<file path="config.mk">
export PLATFORM = sky130hd
export DESIGN_NAME = dma_fly_ctrl
export DESIGN_NICKNAME = d
export VERILOG_FILES = /design/src/rtl/dma_fly_pkg.sv /design/src/rtl/dma_fly_regs.sv /design/src/rtl/dma_fly_pol.sv /design/src/rtl/dma_fly_seq.sv /design/src/rtl/dma_fly_ctrl.sv
export SDC_FILE = /design/constraint.sdc
export NUM_CORES = 1
export LEC_CHECK = 0
export CORE_UTILIZATION = 45
export CTS_CLUSTER_DIAMETER = 150
export DETAILED_ROUTE_END_ITERATION = 6
export PLACE_DENSITY = 0.74
export SYNTH_ARGS = -nofsm -noshare
export SYNTH_HDL_FRONTEND = slang
export SYNTH_SLANG_ARGS = --single-unit
</file>
<file path="constraint.sdc">
create_clock -name clk -period 2.1 [get_ports clk]
set_input_delay 0.42 -clock clk [delete_from_list [all_inputs] [get_ports clk]]
set_output_delay 0.42 -clock clk [all_outputs]
set_load 0.05 [all_outputs]
</file>
<file path="src/rtl/dma_fly_pkg.sv">
package dma_fly_pkg;

    typedef enum logic [2:0] {
        ST_IDLE,
        ST_ARMED,
        ST_BUSREQ,
        ST_ADDR,
        ST_STRB,
        ST_KEEP,
        ST_REL
    } seq_state_e;

    localparam logic [1:0] SEL_OFS  = 2'd0;
    localparam logic [1:0] SEL_PAGE = 2'd1;
    localparam logic [1:0] SEL_CNT  = 2'd2;
    localparam logic [1:0] SEL_MODE = 2'd3;

    localparam int MODE_DIR_BIT  = 0;
    localparam int MODE_DMD_BIT  = 1;
    localparam int MODE_RQLO_BIT = 2;
    localparam int MODE_AKLO_BIT = 3;
    localparam int MODE_ARM_BIT  = 4;

    typedef struct packed {
        logic io_to_mem;
        logic demand;
        logic req_low;
        logic ack_low;
    } mode_t;

endpackage

</file>
<file path="src/rtl/dma_fly_regs.sv">
module dma_fly_regs
    import dma_fly_pkg::*;
#(
    parameter int OFS_W  = 16,
    parameter int PAGE_W = 8,
    parameter int CNT_W  = 16,
    parameter int DATA_W = 16
) (
    input  logic              clk,
    input  logic              rst_n,
    input  logic              we_i,
    input  logic [1:0]        sel_i,
    input  logic [DATA_W-1:0] wdata_i,
    input  logic              busy_i,
    output logic [OFS_W-1:0]  ofs_o,
    output logic [PAGE_W-1:0] page_o,
    output logic [CNT_W-1:0]  cnt_o,
    output mode_t             mode_o,
    output logic              start_o
);

    typedef struct packed {
        logic [OFS_W-1:0]  ofs;
        logic [PAGE_W-1:0] page;
        logic [CNT_W-1:0]  cnt;
        mode_t             mode;
        logic              start;
    } regs_t;

    regs_t reg_d, reg_q;

    always_comb begin
        reg_d       = reg_q;
        reg_d.start = 1'b0;
        if (we_i && !busy_i) begin
            case (sel_i)
                SEL_OFS:  reg_d.ofs  = wdata_i[OFS_W-1:0];
                SEL_PAGE: reg_d.page = wdata_i[PAGE_W-1:0];
                SEL_CNT:  reg_d.cnt  = wdata_i[CNT_W-1:0];
                default: begin
                    reg_d.mode.io_to_mem = wdata_i[MODE_DIR_BIT];
                    reg_d.mode.demand    = wdata_i[MODE_DMD_BIT];
                    reg_d.mode.req_low   = wdata_i[MODE_RQLO_BIT];
                    reg_d.mode.ack_low   = wdata_i[MODE_AKLO_BIT];
                    reg_d.start          = wdata_i[MODE_ARM_BIT];
                end
            endcase
        end
    end

    always_ff @(posedge clk) begin
        if (!rst_n) reg_q <= '0;
        else        reg_q <= reg_d;
    end

    assign ofs_o   = reg_q.ofs;
    assign page_o  = reg_q.page;
    assign cnt_o   = reg_q.cnt;
    assign mode_o  = reg_q.mode;
    assign start_o = reg_q.start;

    assert_no_write_busy_R11: assert property (@(posedge clk) disable iff (!rst_n)
        $past(busy_i) |-> ($stable(reg_q.ofs) && $stable(reg_q.page) &&
                           $stable(reg_q.cnt) && $stable(reg_q.mode) && !reg_q.start));

endmodule

</file>
<file path="src/rtl/dma_fly_pol.sv">
module dma_fly_pol (
    input  logic req_pin_i,
    input  logic req_low_i,
    input  logic ack_act_i,
    input  logic ack_low_i,
    output logic req_act_o,
    output logic ack_pin_o
);

    assign req_act_o = req_pin_i ^ req_low_i;
    assign ack_pin_o = ack_act_i ^ ack_low_i;

endmodule

</file>
<file path="src/rtl/dma_fly_seq.sv">
module dma_fly_seq
    import dma_fly_pkg::*;
#(
    parameter int OFS_W  = 16,
    parameter int PAGE_W = 8,
    parameter int CNT_W  = 16
) (
    input  logic                    clk,
    input  logic                    rst_n,
    input  logic                    start_i,
    input  logic [OFS_W-1:0]        base_ofs_i,
    input  logic [CNT_W-1:0]        base_cnt_i,
    input  logic [PAGE_W-1:0]       page_i,
    input  logic                    io_to_mem_i,
    input  logic                    demand_i,
    input  logic                    req_act_i,
    input  logic                    hlda_i,
    output logic                    hold_o,
    output logic                    aen_o,
    output logic                    ack_act_o,
    output logic [PAGE_W+OFS_W-1:0] addr_o,
    output logic                    memr_o,
    output logic                    memw_o,
    output logic                    ior_o,
    output logic                    iow_o,
    output logic                    tc_o,
    output logic                    busy_o
);

    localparam int                ADDR_W  = PAGE_W + OFS_W;
    localparam logic [OFS_W-1:0]  OFS_ONE = OFS_W'(1);
    localparam logic [CNT_W-1:0]  CNT_ONE = CNT_W'(1);

    typedef struct packed {
        seq_state_e       state;
        logic [OFS_W-1:0] ofs;
        logic [CNT_W-1:0] cnt;
    } seq_t;

    seq_t seq_d, seq_q;

    logic in_cycle;
    logic strobe;
    logic last_byte;

    always_comb begin
        seq_d = seq_q;
        case (seq_q.state)
            ST_IDLE: begin
                if (start_i) begin
                    seq_d.state = ST_ARMED;
                    seq_d.ofs   = base_ofs_i;
                    seq_d.cnt   = base_cnt_i;
                end
            end
            ST_ARMED:  if (req_act_i) seq_d.state = ST_BUSREQ;
            ST_BUSREQ: if (hlda_i)    seq_d.state = ST_ADDR;
            ST_ADDR:   seq_d.state = ST_STRB;
            ST_STRB:   seq_d.state = ST_KEEP;
            ST_KEEP:   seq_d.state = ST_REL;
            ST_REL: begin
                seq_d.ofs = seq_q.ofs + OFS_ONE;
                seq_d.cnt = seq_q.cnt - CNT_ONE;
                if (last_byte)                    seq_d.state = ST_IDLE;
                else if (!demand_i || req_act_i)  seq_d.state = ST_ADDR;
                else                              seq_d.state = ST_ARMED;
            end
            default: seq_d.state = ST_IDLE;
        endcase
    end

    always_ff @(posedge clk) begin
        if (!rst_n) seq_q <= '{state: ST_IDLE, ofs: '0, cnt: '0};
        else        seq_q <= seq_d;
    end

    assign last_byte = (seq_q.cnt == '0);
    assign in_cycle  = (seq_q.state == ST_ADDR) || (seq_q.state == ST_STRB) ||
                       (seq_q.state == ST_KEEP) || (seq_q.state == ST_REL);
    assign strobe    = (seq_q.state == ST_STRB) || (seq_q.state == ST_KEEP);

    assign hold_o    = in_cycle || (seq_q.state == ST_BUSREQ);
    assign aen_o     = in_cycle;
    assign ack_act_o = in_cycle;
    assign addr_o    = in_cycle ? {page_i, seq_q.ofs} : ADDR_W'(0);
    assign memr_o    = strobe && !io_to_mem_i;
    assign iow_o     = strobe && !io_to_mem_i;
    assign ior_o     = strobe &&  io_to_mem_i;
    assign memw_o    = strobe &&  io_to_mem_i;
    assign tc_o      = strobe && last_byte;
    assign busy_o    = (seq_q.state != ST_IDLE);

    assert_aen_after_grant_R2: assert property (@(posedge clk) disable iff (!rst_n)
        $rose(aen_o) |-> ($past(hlda_i) && $past(hold_o)));

    assert_hold_on_request_R2: assert property (@(posedge clk) disable iff (!rst_n)
        $rose(hold_o) |-> $past(req_act_i));

    assert_strobe_pair_R4: assert property (@(posedge clk) disable iff (!rst_n)
        (memr_o || memw_o || ior_o || iow_o) |->
            ((memr_o == iow_o) && (ior_o == memw_o) && (memr_o != ior_o) && aen_o));

    assert_strobe_two_clk_R3: assert property (@(posedge clk) disable iff (!rst_n)
        $rose(memr_o || ior_o) |=> (memr_o || ior_o));

    assert_strobe_release_R3: assert property (@(posedge clk) disable iff (!rst_n)
        ((memr_o || ior_o) && $past(memr_o || ior_o)) |=> !(memr_o || ior_o));

    assert_tc_with_strobe_R6: assert property (@(posedge clk) disable iff (!rst_n)
        tc_o |-> (memr_o || ior_o));

    assert_release_together_R7: assert property (@(posedge clk) disable iff (!rst_n)
        $fell(aen_o) |-> (!hold_o && !ack_act_o));

    assert_page_fixed_R5: assert property (@(posedge clk) disable iff (!rst_n)
        (aen_o && $past(aen_o)) |-> $stable(addr_o[ADDR_W-1:OFS_W]));

endmodule

</file>
<file path="src/rtl/dma_fly_ctrl.sv">
module dma_fly_ctrl
    import dma_fly_pkg::*;
#(
    parameter int OFS_W  = 16,
    parameter int PAGE_W = 8,
    parameter int CNT_W  = 16,
    parameter int DATA_W = 16
) (
    input  logic                    clk,
    input  logic                    rst_n,
    input  logic                    cfg_we,
    input  logic [1:0]              cfg_sel,
    input  logic [DATA_W-1:0]       cfg_wdata,
    input  logic                    drq,
    input  logic                    hlda,
    output logic                    hold,
    output logic                    aen,
    output logic                    dack,
    output logic [PAGE_W+OFS_W-1:0] addr,
    output logic                    memr,
    output logic                    memw,
    output logic                    ior,
    output logic                    iow,
    output logic                    tc
);

    logic [OFS_W-1:0]  base_ofs;
    logic [PAGE_W-1:0] page;
    logic [CNT_W-1:0]  base_cnt;
    mode_t             mode;
    logic              start;
    logic              busy;
    logic              req_act;
    logic              ack_act;

    dma_fly_regs #(
        .OFS_W (OFS_W),
        .PAGE_W(PAGE_W),
        .CNT_W (CNT_W),
        .DATA_W(DATA_W)
    ) u_regs (
        .clk    (clk),
        .rst_n  (rst_n),
        .we_i   (cfg_we),
        .sel_i  (cfg_sel),
        .wdata_i(cfg_wdata),
        .busy_i (busy),
        .ofs_o  (base_ofs),
        .page_o (page),
        .cnt_o  (base_cnt),
        .mode_o (mode),
        .start_o(start)
    );

    dma_fly_pol u_pol (
        .req_pin_i(drq),
        .req_low_i(mode.req_low),
        .ack_act_i(ack_act),
        .ack_low_i(mode.ack_low),
        .req_act_o(req_act),
        .ack_pin_o(dack)
    );

    dma_fly_seq #(
        .OFS_W (OFS_W),
        .PAGE_W(PAGE_W),
        .CNT_W (CNT_W)
    ) u_seq (
        .clk        (clk),
        .rst_n      (rst_n),
        .start_i    (start),
        .base_ofs_i (base_ofs),
        .base_cnt_i (base_cnt),
        .page_i     (page),
        .io_to_mem_i(mode.io_to_mem),
        .demand_i   (mode.demand),
        .req_act_i  (req_act),
        .hlda_i     (hlda),
        .hold_o     (hold),
        .aen_o      (aen),
        .ack_act_o  (ack_act),
        .addr_o     (addr),
        .memr_o     (memr),
        .memw_o     (memw),
        .ior_o      (ior),
        .iow_o      (iow),
        .tc_o       (tc),
        .busy_o     (busy)
    );

endmodule

</file>
Word-level counts from Yosys, hierarchy flattened
Cells that the tools add are included.
{"block": "totals", "ff_bits": 80, "wordCells": 63, "n_memories": 0, "rom_bits": 0, "out_inout_bits": 32, "inputBits": 23, "latch_bits": 0, "ram_bits": 0}
{"block": "classes", "bitwise_logic": 5, "order_cmp": 0, "muxes": 8, "n_eq_ne": 11, "shifts": 0, "n_div": 0, "reduce_logical": 26, "n_mul": 0, "n_addsub": 2}
{"cell": "$pmux 32 s2", "count": 1}
{"cell": "$mux 35", "count": 1}
{"cell": "$mux 24", "count": 1}
{"cell": "$pmux 3 s7", "count": 1}
{"cell": "$add 16x1->16 const B", "count": 1}
{"cell": "$logic_not 16->1", "count": 1}
{"cell": "$sub 16x1->16 const B", "count": 1}
{"cell": "$reduce_and 2->1", "count": 5}
{"cell": "$eq 3x3->1 const B", "count": 3}
{"cell": "$eq 3x2->1 const B", "count": 2}
{"cell": "$logic_or 1x1->1", "count": 6}
{"cell": "$mux 3", "count": 2}
{"cell": "$reduce_or 5->1", "count": 1}
{"cell": "$logic_and 1x1->1", "count": 4}
{"cell": "$mux 2", "count": 2}
{"cell": "$ne 2x2->1 const B", "count": 2}
{"cell": "$eq 3x1->1 const B", "count": 1}
{"cell": "$logic_not 1->1", "count": 3}
{"cell": "$logic_not 3->1", "count": 1}
{"cell": "$not 1->1", "count": 3}
{"cell": "$reduce_and 3->1", "count": 1}
{"cell": "$reduce_bool 3->1", "count": 1}
{"cell": "$reduce_or 3->1", "count": 1}
{"cell": "$eq 2x1->1 const B", "count": 1}
{"cell": "other kinds (5)", "count": 6}

Logic depth before layout (Yosys ltp)
{"block": "logic_depth", "ltp_word": 5, "ltp_mapped": 7, "ltp_nobuf": 6}

By module
A second synthesis with hierarchy kept.
{"block": "unflattened", "cells_unflattened": 467, "hier_area_um2": 3960.0}
{"mod": "dma_fly_seq", "instances": 1, "cells_each": 292, "area_per_inst_um2": 2184.6, "seq_area_each_um2": 700.7}
{"mod": "dma_fly_regs", "instances": 1, "cells_each": 173, "area_per_inst_um2": 1757.9, "seq_area_each_um2": 900.9}
{"mod": "dma_fly_pol", "instances": 1, "cells_each": 2, "area_per_inst_um2": 17.5, "seq_area_each_um2": 0.0}

Worst setup path after synthesis
OpenSTA, ideal clock, no wires.
{"block": "synth_path", "kind": "register to output", "startpoint": "reg u_seq.seq_q[0] (netlist bit)", "endpoint": "out tc", "stages_incl_launch_ff": 7, "setup_slack_ps": -1439, "required_ps": 1680, "path_buffers": 1, "arrival_time_ps": 3119, "path_cell_list": "dfxtp_1 inv_1 ha_1 or3b_2 or4_1 buf_2 nor4_1"}
{"block": "synth_between", "elab_chain_cells": 2}
{"element": "start, declared", "line": "dma_fly_seq.sv:40", "rtl": "seq_t seq_d, seq_q;"}
{"element": "start signal, assigned", "line": "dma_fly_seq.sv:73", "rtl": "if (!rst_n) seq_q <= '{state: ST_IDLE, ofs: '0, cnt: '0};"}
{"element": "start signal, assigned", "line": "dma_fly_seq.sv:74", "rtl": "else seq_q <= seq_d;"}
{"element": "$logic_not 16->1", "line": "dma_fly_seq.sv:77", "rtl": "assign last_byte = (seq_q.cnt == '0);"}
{"element": "$logic_and 1x1->1", "line": "dma_fly_seq.sv:90", "rtl": "assign tc_o = strobe && last_byte;"}
{"element": "end, declared", "line": "dma_fly_ctrl.sv:24", "rtl": "output logic tc"}
Every way passes these cells.

Worst setup path in the final report
Ends and elaborated chain as after synthesis.

==> results.yml <==
status:
  status: "finished with violations"
  violations: "setup timing"
detailed_routing:
  via_per_inst: 5.748
  drt_iter0_drc: 210
  postRouteAntennaNets: 0
  first_pass_iters: 5
  wire_per_inst_um: 16.82
  wl_mm: 10.80
  route.detailed.drc: 0
  dr_total_vias: 3690
clocking:
  cts.sinks: 80
  clk_latency_ns: 0.36
  clkSlewWorstSetupHoldPaths_ns: 0.08
  hold_buffers: 0
  cts-root-buf: "clkbuf_8"
  cts_tree: "yes"
  h-tree-depth: 3
  cts_buffers: 9
  ctsLongestPathBuffers: 2
pwr:
  power_frac_comb_pct: 9.9
  p_sw_mw: 0.7199
  peakVddDrop_mv: 0.3378
  p_per_area_mw_per_mm2: 542.8
  p_leak_nw: 2.112
  fin_total_pwr_mw: 2.902
  p_clk_share_pct: 35.8
  seq_power_share_pct: 54.3
  p_sw_share_pct: 24.81
  p_int_mw: 2.182
sta:
  fmax_mhz: 382.6
  period_minus_slack_ns: 2.614
  setup_viol: 5
  rsz0062_at_grt: "yes"
  fin_tns_setup_ns: -1.118
  layout_setup_ws_ns: -0.5139
  tightestPinTransition_ns: 0.4658
  final_max_slew_viol_count: 0
  fin_crit_sh_pct: 124.5
  whs_ns: 0.4924
  fin_worst_skew_ns: 0.006504
  timing.slew.headroom_pct: 68.95
  hold_viol: 0
worst_setup_path:
  cp_cell_sequence: "inv_2, ha_4, or3b_4, or4_4, nor4_4, buf_12"
  crit_path_start_kind: "flip-flop"
  path_buf_inv: 2
  critical_path.top_delay_family: "simple AND/OR/NAND/NOR gates"
  worstPathArrival_ns: 2.19
  worstSetupPathType: "reg -> out"
  cp.depth: 6
  end_kind: "output pin"
  regToRegSetupSlack_ns: -0.20
  critical_path.slowest_cell: "or4_4"
  cpPeakStageDelay_ns: 0.56
  r2r_cells: 8
  required_ns: 1.68
  path_max_fanout: 2
global_route:
  grt_pass1_vias: 3498
  grt_pass1_wl_mm: 17.33
  antenna_found_initial: 0
  grt_usage_pct: 25.23
  grt_max_degree: 72
  grt_overflow: 0
job:
  drv_cap: 0
synth:
  ys_seq_area_share_pct: 41.40
  ys_top_cells_by_area: "dfxtp_1 41%, mux2i_1 11%, nor2_1 5.6%"
  ys.flop_type: "dfxtp_1"
  synth_most_common_cell: "dfxtp_1"
  yosysUniqueCellTypes: 56
  syn-num-nets: 477
  synth_seq_cells: 80
  ys_warn_count: 0
  synth-edff-count: 0
  yosysTopAreaCell: "dfxtp_1"
  synth_commonest_cells: "80 x dfxtp_1, 58 x nor2_1, 44 x mux2i_1"
  synth_top_cell_area_share_pct: 41.40
  syn_area_mm2: 0.003869
  syn_inst: 452
  async_reset_ff_share_pct: 0
  avgSynthCellArea_um2: 8.559
placed_design:
  port_buffers: 54
  placed_cell_area_mm2: 0.005045
  gp_congestion: 0.7891
  preCtsSetupSlack_ns: -0.1190
  hpwl_mm: 7.544
die:
  core_mm2: 0.008258
  dieArea_mm2: 0.008972
  ios: 55
  fp.dieH_um: 94.72
  rows: 33
  die_w_um: 94.72
  initial_core_util_pct: 46.85
final_layout:
  n_fill_cell: 688
  diodes: 0
  fin_nets: 558
  final_cell_area_mm2: 0.005346
  syn_to_final_growth_pct: 38.20
  seq_area_mm2: 0.001615
  multiInputGateArea_mm2: 0.002347
  drive_gt1_share_pct: 28.49
worst_hold_path:
  holdCritPathClass: "reg -> reg"
  hold-path-cell-count: 2
-- worst register-to-register path, cell delays in order, from the launching register on --
cell,delay [ns]
dfxtp_2,0.33
inv_2,0.08
ha_4,0.13
or3b_4,0.37
or4_4,0.56
buf_4,0.17
buf_8,0.12
or3_1,0.32
a31oi_1,0.17
-- final timing paths --
| kind | start | to |
|---|---|---|
| max | u_seq.seq_q[0]$_SDFFE_PN0P_ | tc |
| min | u_regs.ofs_o[12]$_SDFFE_PN0P_ | u_seq.seq_q[28]$_SDFFE_PN0P_ |
| max reg2reg | u_seq.seq_q[0]$_SDFFE_PN0P_ | u_seq.seq_q[12]$_SDFFE_PN0P_ |
| min reg2reg | u_regs.ofs_o[12]$_SDFFE_PN0P_ | u_seq.seq_q[28]$_SDFFE_PN0P_ |
-- flip-flops by register name, summed over array words and instances (netlist names) --
signal and count:
u_regs.start_o 1, u_regs.ofs_o 16, u_regs.cnt_o 16, u_seq.seq_q 35, u_regs.page_o 8, u_regs.mode_o 4
-- cell usage in the layout (no fill, tap or decap), drive strengths merged, types with 3 or more instances in the layout --
| cell | n |
|---|---|
| a21oi | 25 |
| a2bb2oi | 3 |
| a31oi | 14 |
| and2 | 3 |
| and3 | 4 |
| buf | 83 |
| clkbuf | 13 |
| clkdlybuf4s50 | 22 |
| dfxtp | 80 |
| inv | 11 |
| mux2i | 44 |
| nand2 | 27 |
| nand3 | 16 |
| nand3b | 4 |
| nand4 | 4 |
| nor2 | 58 |
| nor2b | 25 |
| nor3 | 5 |
| nor4 | 5 |
| nor4b | 4 |
| o211ai | 8 |
| o21ai | 9 |
| o311ai | 3 |
| or3 | 15 |
| or4 | 9 |
| xnor2 | 3 |
-- power groups by stage --
stage	Combinational, mW	Clock, mW	Sequential, mW
after global routing	0.308	1.13	1.58
after CTS	0.287	1.05	1.58
after global placement	0.261	0	1.61
final	0.287	1.04	1.58
after detailed placement	0.267	0	1.61
after floorplan	0.152	0	1.60
-- area by class of cell --
| cell class | count | area share (%) |
|---|---|---|
| Multi-Input combinational cell | 325 | 43.90 |
| Clock inverter | 3 | 0.3276 |
| Clock buffer | 12 | 2.902 |
| Sequential cell | 80 | 30.21 |
| Inverter | 11 | 0.7723 |
| Timing Repair Buffer | 106 | 19.42 |
| Tap cell | 105 | 2.457 |
-- routing by layer --
metal	track usage (%)	vias up	wire length, um
met5	0	-	0
li1	-	1786	-
met3	6.361	19	669
met4	9.722	0	235
met1	33.05	1747	4788
met2	39.75	138	5105
-- logic make-up (layout without fill, tap and decap cells) --
logic type      after synthesis  count (layout)  synth area share (%)
buf+inv                      47             132                 4.916
mux                          45              45                 11.68
xor+xnor                      3               3                0.6793
fa+ha+maj                     2               2                0.6467
simple gates                188             188                 25.52
compound gates               87              87                 15.17
flops                        80              80                 41.40
-- timing repair --
item,CTS,global route
resized for setup,13,10
setup endpoints to repair,31,24
hold endpoints to repair,0,0
pin swaps,2,4
setup buffers,5,7
-- through the flow --
stage          utilization [%]  cells
6_report                 64.74    642
5_1_grt                  64.74    642
3_5_place_dp             61.09    619
3_3_place_gp             61.09    619
2_1_floorplan                -    452
4_1_cts                  64.09    639
No activity file was read; power rests on OpenSTA's default activity.
